### config.mk
export PLATFORM = sky130hd
export DESIGN_NAME = dcc_mframe_inserter
export DESIGN_NICKNAME = d
export VERILOG_FILES = /design/src/rtl/dcc_ins_pkg.sv /design/src/rtl/dcc_frame_ctr.sv /design/src/rtl/dcc_byte_bank.sv /design/src/rtl/dcc_ready_irq.sv /design/src/rtl/dcc_mframe_inserter.sv
export SDC_FILE = /design/constraint.sdc
export NUM_CORES = 1
export LEC_CHECK = 0
export BUFFER_PORTS_ARGS = -buffer_cell sky130_fd_sc_hd__buf_2
export CAP_MARGIN = 20
export CORE_ASPECT_RATIO = 0.75
export CORE_MARGIN = 1
export CORE_UTILIZATION = 50
export DETAILED_ROUTE_END_ITERATION = 12
export PLACE_DENSITY = 0.65
export SLEW_MARGIN = 40
export SYNTH_ARGS = -nofsm -noshare
export SYNTH_HDL_FRONTEND = slang
export SYNTH_SLANG_ARGS = --single-unit
### constraint.sdc
create_clock -name clk -period 3.8 [get_ports clk]
set_input_delay 0.19 -clock clk [delete_from_list [all_inputs] [get_ports clk]]
set_output_delay 0.19 -clock clk [all_outputs]
set_load 0.005 [all_outputs]
### src/rtl/dcc_ins_pkg.sv
// Shared constants and helpers for the multiframe DCC byte inserter.
// Assumes the three DCC slots per frame are fixed by the frame format.
package dcc_ins_pkg;
    localparam int NUM_SLOTS = 3;
    localparam logic [1:0] SLOT_NONE = 2'd3;

    // Map the one-hot D1/D2/D3 strobes to a slot number; lowest bit wins.
    function automatic logic [1:0] decode_slot(input logic [2:0] pos);
        if (pos[0])      return 2'd0;
        else if (pos[1]) return 2'd1;
        else if (pos[2]) return 2'd2;
        else             return SLOT_NONE;
    endfunction
endpackage

### src/rtl/dcc_frame_ctr.sv
// Frame index within the multiframe. Advances on frame_start and wraps after
// FRAMES-1. Flags the strobe that closes a multiframe.
// Assumes frame_start is a single-cycle pulse.
module dcc_frame_ctr #(
    parameter int FRAMES = 24,
    parameter int IW     = $clog2(FRAMES)
) (
    input  logic          clk,
    input  logic          rst_n,
    input  logic          frame_start,
    output logic [IW-1:0] idx,
    output logic          mf_done
);
    localparam logic [IW-1:0] LAST = IW'(FRAMES - 1);

    // Index register: step on each frame strobe, wrap after the last frame.
    always_ff @(posedge clk) begin
        if (!rst_n)
            idx <= '0;
        else if (frame_start)
            idx <= (idx == LAST) ? '0 : idx + 1'b1;
    end

    // The last frame of the multiframe has been sent when its successor starts.
    assign mf_done = frame_start && (idx == LAST);
endmodule

### src/rtl/dcc_byte_bank.sv
// Byte store for one multiframe of DCC bytes, with a sequential host write
// pointer and a combinational read port.
// Assumes rd_addr stays below DEPTH. A pointer reset in the same cycle as a
// write sends that write to address 0.
module dcc_byte_bank #(
    parameter int DEPTH = 72,
    parameter int DW    = 8,
    parameter int AW    = $clog2(DEPTH)
) (
    input  logic          clk,
    input  logic          rst_n,
    input  logic          wr_vld,
    input  logic [DW-1:0] wr_data,
    input  logic          ptr_rst,
    input  logic [AW-1:0] rd_addr,
    output logic [DW-1:0] rd_data,
    output logic [AW-1:0] wr_ptr
);
    localparam logic [AW-1:0] LAST = AW'(DEPTH - 1);

    logic [DW-1:0] mem [DEPTH];
    logic [AW-1:0] wr_addr;

    // Effective write address: a pointer reset redirects a same-cycle write to 0.
    assign wr_addr = ptr_rst ? '0 : wr_ptr;

    // Write pointer: step past each stored byte, wrap at the end, restart on reset.
    always_ff @(posedge clk) begin
        if (!rst_n)
            wr_ptr <= '0;
        else if (wr_vld)
            wr_ptr <= (wr_addr == LAST) ? '0 : wr_addr + 1'b1;
        else if (ptr_rst)
            wr_ptr <= '0;
    end

    // Storage rows: clear on reset, load the addressed row on a host write.
    always_ff @(posedge clk) begin
        for (int i = 0; i < DEPTH; i++) begin
            if (!rst_n)
                mem[i] <= '0;
            else if (wr_vld && (wr_addr == AW'(i)))
                mem[i] <= wr_data;
        end
    end

    // Read port: the addressed byte, available in the same cycle.
    assign rd_data = mem[rd_addr];
endmodule

### src/rtl/dcc_ready_irq.sv
// Sticky multiframe-ready flag with write-1-to-clear and a masked interrupt.
// Assumes set has priority over clear so that no multiframe end is lost.
module dcc_ready_irq (
    input  logic clk,
    input  logic rst_n,
    input  logic set,
    input  logic clr,
    input  logic mask,
    output logic ready,
    output logic irq
);
    // Flag register: set at the multiframe end, cleared by the host.
    always_ff @(posedge clk) begin
        if (!rst_n)
            ready <= 1'b0;
        else if (set)
            ready <= 1'b1;
        else if (clr)
            ready <= 1'b0;
    end

    // Interrupt line: the flag gated by the mask.
    assign irq = ready & ~mask;
endmodule

### src/rtl/dcc_mframe_inserter.sv
// Multiframe DCC byte inserter top. Replaces the D1/D2/D3 bytes of each frame
// with host-supplied bank bytes for frame index*3+slot, and raises a ready
// interrupt after each full multiframe.
// Assumes dpos is one-hot or zero, and that reset marks the start of frame 0.
module dcc_mframe_inserter #(
    parameter int FRAMES = 24,
    parameter int DW     = 8
) (
    input  logic          clk,
    input  logic          rst_n,
    input  logic          frame_start,
    input  logic [2:0]    dpos,
    input  logic [DW-1:0] data_in,
    output logic [DW-1:0] data_out,
    input  logic          ins_enable,
    input  logic          irq_mask,
    input  logic          hst_wvld,
    input  logic [DW-1:0] hst_wdata,
    input  logic          hst_rdy_clr,
    output logic          ready_sts,
    output logic          irq
);
    import dcc_ins_pkg::*;

    localparam int DEPTH = FRAMES * NUM_SLOTS;
    localparam int AW    = $clog2(DEPTH);
    localparam int IW    = $clog2(FRAMES);

    logic [IW-1:0] frm_idx;
    logic          mf_done;
    logic [AW-1:0] wr_ptr;
    logic [AW-1:0] rd_addr;
    logic [DW-1:0] bank_q;
    logic [1:0]    slot;
    logic          in_slot;

    dcc_frame_ctr #(.FRAMES(FRAMES), .IW(IW)) u_frame (
        .clk(clk), .rst_n(rst_n), .frame_start(frame_start),
        .idx(frm_idx), .mf_done(mf_done)
    );

    dcc_byte_bank #(.DEPTH(DEPTH), .DW(DW), .AW(AW)) u_bank (
        .clk(clk), .rst_n(rst_n), .wr_vld(hst_wvld), .wr_data(hst_wdata),
        .ptr_rst(hst_rdy_clr), .rd_addr(rd_addr), .rd_data(bank_q),
        .wr_ptr(wr_ptr)
    );

    dcc_ready_irq u_rdy (
        .clk(clk), .rst_n(rst_n), .set(mf_done), .clr(hst_rdy_clr),
        .mask(irq_mask), .ready(ready_sts), .irq(irq)
    );

    // Slot decode from the byte-position strobes.
    assign slot    = decode_slot(dpos);
    assign in_slot = (slot != SLOT_NONE);

    // Bank address: three bytes per frame, slot offset only inside a DCC slot.
    assign rd_addr = AW'(frm_idx) * AW'(NUM_SLOTS) + (in_slot ? AW'(slot) : '0);

    // Output mux: bank byte in enabled DCC slots, the incoming stream elsewhere.
    assign data_out = (ins_enable && in_slot) ? bank_q : data_in;
endmodule

==> flow_summary_export.csv <==
group,metric,value,unit
outcome,status,"finished with violations",
outcome,violations,"DRC, setup timing",
yosys,synth_area,28000,sq um
yosys,synth-main-ff-cell,"edfxtp_1",
timing,finalSetupViolations,8,
timing,setup_tns,-6.27,ns
placed_design,numPortBuffers,35,
floorplan,core,54800,sq um
clock_network,clock-root-buffer,"clkbuf_16",
placed_design,place_hpwl,51300,microns
grt,globalRouteMet2Util,41.2,%
yosys,ys_seq_area_share,62.8,%
worst_setup_path,cp_common_cell,"inv_2",
grt,grt_pass1_vias,16900,
route,wirelength,77700,microns
yosys,synth_warnings,0,
layout,num-nets-final,2070,
timing,finalHoldViolCount,0,
layout,area_growth,15.6,%
pwr,ir_drop,0.000405,V
pwr,powerDensity,489,nW/um^2
timing,slew_headroom,41.1,%
hold_path,worstHoldPathType,"input pin to flip-flop",
route,routed_via_density,6.13,
grt,grt_util_met1,42.3,%
clock_network,clock_latency,0.64,ns
hold_path,hold_path_depth,3,
placed_design,gp_congestion,0.912,
worst_setup_path,start_kind,"flip-flop",
floorplan,die-width,275,microns
clock_network,cts_tree,"built",
clock_network,clock_path_buffers,3,
pwr,p_leak,0.0118,uW
route,drtIter0Drc,2208,
route,dr_total_vias,17200,
grt,grt-ovfl-total,0,
worst_setup_path,path_buf_inv,6,
grt,grt-busiest-layer,"met1",
clock_network,cts_num_sinks,589,
floorplan,start_util,51.0,%
worst_setup_path,endpoint_kind,"output pin",
floorplan,die-area,56900,sq um
yosys,synth_edf_count,576,
floorplan,rows,74,
worst_setup_path,worstPathCellList,"inv_2 -> fa_1 -> inv_2 -> ha_4 -> inv_2 -> fa_4 -> buf_8 -> bufbuf_16 -> mux4_2 -> mux2i_1 -> o211ai_1 -> a31oi_1 -> a31oi_4 -> buf_2",
grt,grtUsageTotal,28.1,%
clock_network,path_clk_slew,0.07,ns
route,drc_errors,1,
yosys,syn-num-nets,1929,
grt,met3_usage,5.51,%
grt,grt_max_degree,58,
floorplan,ios,36,
timing,fin_crit,4.63,ns
worst_setup_path,arrival,4.44,ns
floorplan,fp.dieH,207,microns
timing,timing.fmax,0.216,GHz
timing,rsz0062_at_grt,"true",
route,drtAntennaViolNets,0,
worst_setup_path,cp_slowest_cell,"fa_4",
timing,slew_viol_final,0,
worst_setup_path,cpPeakStageDelay,0.84,ns
yosys,synth_area_leaders,"edfxtp_1 (62%), mux4_2 (12%), and2_1 (12%), and3_1 (1.6%), o21ai_0 (1.4%)",
yosys,yosysTopAreaCell,"edfxtp_1",
grt,antenna_found_initial,1,
worst_setup_path,cp_max_fo,18,
route,dr.pass1.iters,12,
grt,grt_pass1_wl,115000,microns
clock_network,htreeDepth,2,
route,wl_per_cell,27.8,microns
timing,fin_skew,0.0319,ns
layout,diodes,0,
yosys,synth-async-reset-ratio,0,%
yosys,synth.distinct_cells,57,
timing,period_share,122,%
yosys,synth_area_per_cell,14.8,sq um
timing,tightest_slew,0.883,ns
worst_setup_path,critPathKind,"flip-flop to output pin",
yosys,syn_inst,1886,
yosys,ys_seq_elements,589,
worst_setup_path,cp_top_family,"adder cells",
worst_setup_path,cp.required,3.61,ns
worst_setup_path,ff2ff_path_depth,5,
pwr,totalPowerFinal,15800,uW
yosys,synth_top_area_share,61.8,%
timing,worst_slack,-0.827,ns
layout,drive_above_1_share,25.2,%
clock_network,cts_inserted_buffers,57,
run,max_cap_violations,0,
worst_setup_path,worst-path-stages,14,
-- placed cells by master (no fill, tap or decap), types with 4 or more instances in the layout --
cell / count
nand3_1: 25
mux4_2: 153
xnor2_1: 6
clkbuf_1: 13
ha_1: 13
bufinv_16: 8
buf_4: 168
clkinvlp_4: 6
clkinv_2: 10
mux2i_1: 33
and3_1: 70
o21ai_1: 4
o21a_1: 4
edfxtp_1: 576
clkbuf_16: 59
nor2_1: 78
nor3_1: 9
dfxtp_1: 11
nand2b_1: 6
nor2b_1: 10
buf_12: 15
and2_1: 522
a31oi_1: 4
nand2_1: 34
clkinv_1: 10
o21ai_0: 77
o22ai_1: 6
buf_2: 31
inv_1: 9
mux2_2: 14
-- final cells by class --
| type | instances | area (sq um) |
|---|---|---|
| clock buffers | 72 | 1530 |
| well taps | 722 | 903 |
| multi-input cells | 1142 | 9990 |
| clock inverters | 35 | 382 |
| inverters | 12 | 45.0 |
| fillers | 4220 | 22500 |
| flip-flops and latches | 589 | 17600 |
| repair buffers | 225 | 1920 |
-- logic make-up after synthesis --
logic type	Yosys count	synth area share, %
buffers and inverters	155	2.54
muxes	207	14.4
DFF	589	62.8
adders and majority gates	17	0.814
and+or+nand+nor	769	16.1
AOI/OAI and AO/OA	137	2.96
xor gates and xnor gates	12	0.456
-- cells in the mapped netlist, types with 5 or more instances --
library cell / n
edfxtp_1: 576
and2_1: 525
mux4_2: 153
clkbuf_1: 91
nor2_1: 78
o21ai_0: 78
and3_1: 70
mux2i_1: 36
nand2_1: 35
nand3_1: 26
buf_2: 21
buf_4: 16
mux2_2: 16
ha_1: 15
dfxtp_1: 13
inv_1: 12
buf_1: 10
nor2b_1: 10
nor3_1: 9
a31oi_1: 6
nand2b_1: 6
o21ai_1: 6
o22ai_1: 6
xnor2_1: 6
a211oi_1: 5
-- timing repair --
action / CTS / global route
gates resized for setup: 46 / 9
pin swaps: 13 / 5
setup buffers: 7 / 0
hold buffers: 2 / 0
setup endpoints to repair: 8 / 8
gates cloned: 4 / 0
hold endpoints to repair: 5 / 0
-- registers in the layout, indices dropped and copies added, names as in the netlist --
| register | count |
|---|---|
| u_bank.wr_ptr | 7 |
| u_frame.idx | 5 |
| u_rdy.ready | 1 |
| u_bank.mem | 576 |
-- worst reg2reg max path: stages (launching register included) --
cell and delay [ns]:
dfxtp_1 0.35, nor2b_1 0.29, nor2b_1 0.40, nand3_1 0.62, nor2_1 0.76, and2_1 0.23
-- layer usage --
metal / wire length, microns / part of all wire, %
met1: 33000 / 42
met2: 34300 / 44
met3: 8030 / 10
met4: 2340 / 3.0
met5: 13 / 0.017
-- metrics by stage --
step | area [sq um] | instances | setup WS (ns) | hold slack, ns | util [%]
after floorplan | 28000 | 1886 | 0.211 | 0.410 | -
after detailed placement | 30000 | 2679 | -0.720 | 0.513 | 54.7
after CTS | 32300 | 2798 | -0.830 | 0.169 | 58.9
after global placement | 30000 | 2679 | -0.720 | 0.512 | 54.7
after global routing | 32300 | 2797 | -0.913 | 0.220 | 59.0
final | 32300 | 2797 | -0.827 | 0.192 | 59.0
-- path summary, 6_finish.rpt --
path	startpoint	end	slack, ns
worst max-delay path	u_frame.idx[1]	data_out[1]	-0.83
worst min-delay path	hst_wvld	u_bank.wr_ptr[1]	0.19
worst max register to register	u_bank.wr_ptr[2]	u_bank.mem[54][7]	1.01
worst min register to register	u_rdy.ready	u_rdy.ready	0.52
-- power by group --
group	internal [uW]	switching, uW
clock network	3380	2540
logic	1140	1260
registers	7400	92.7
total	11900	3890
Power figures use the tool's default switching activity.
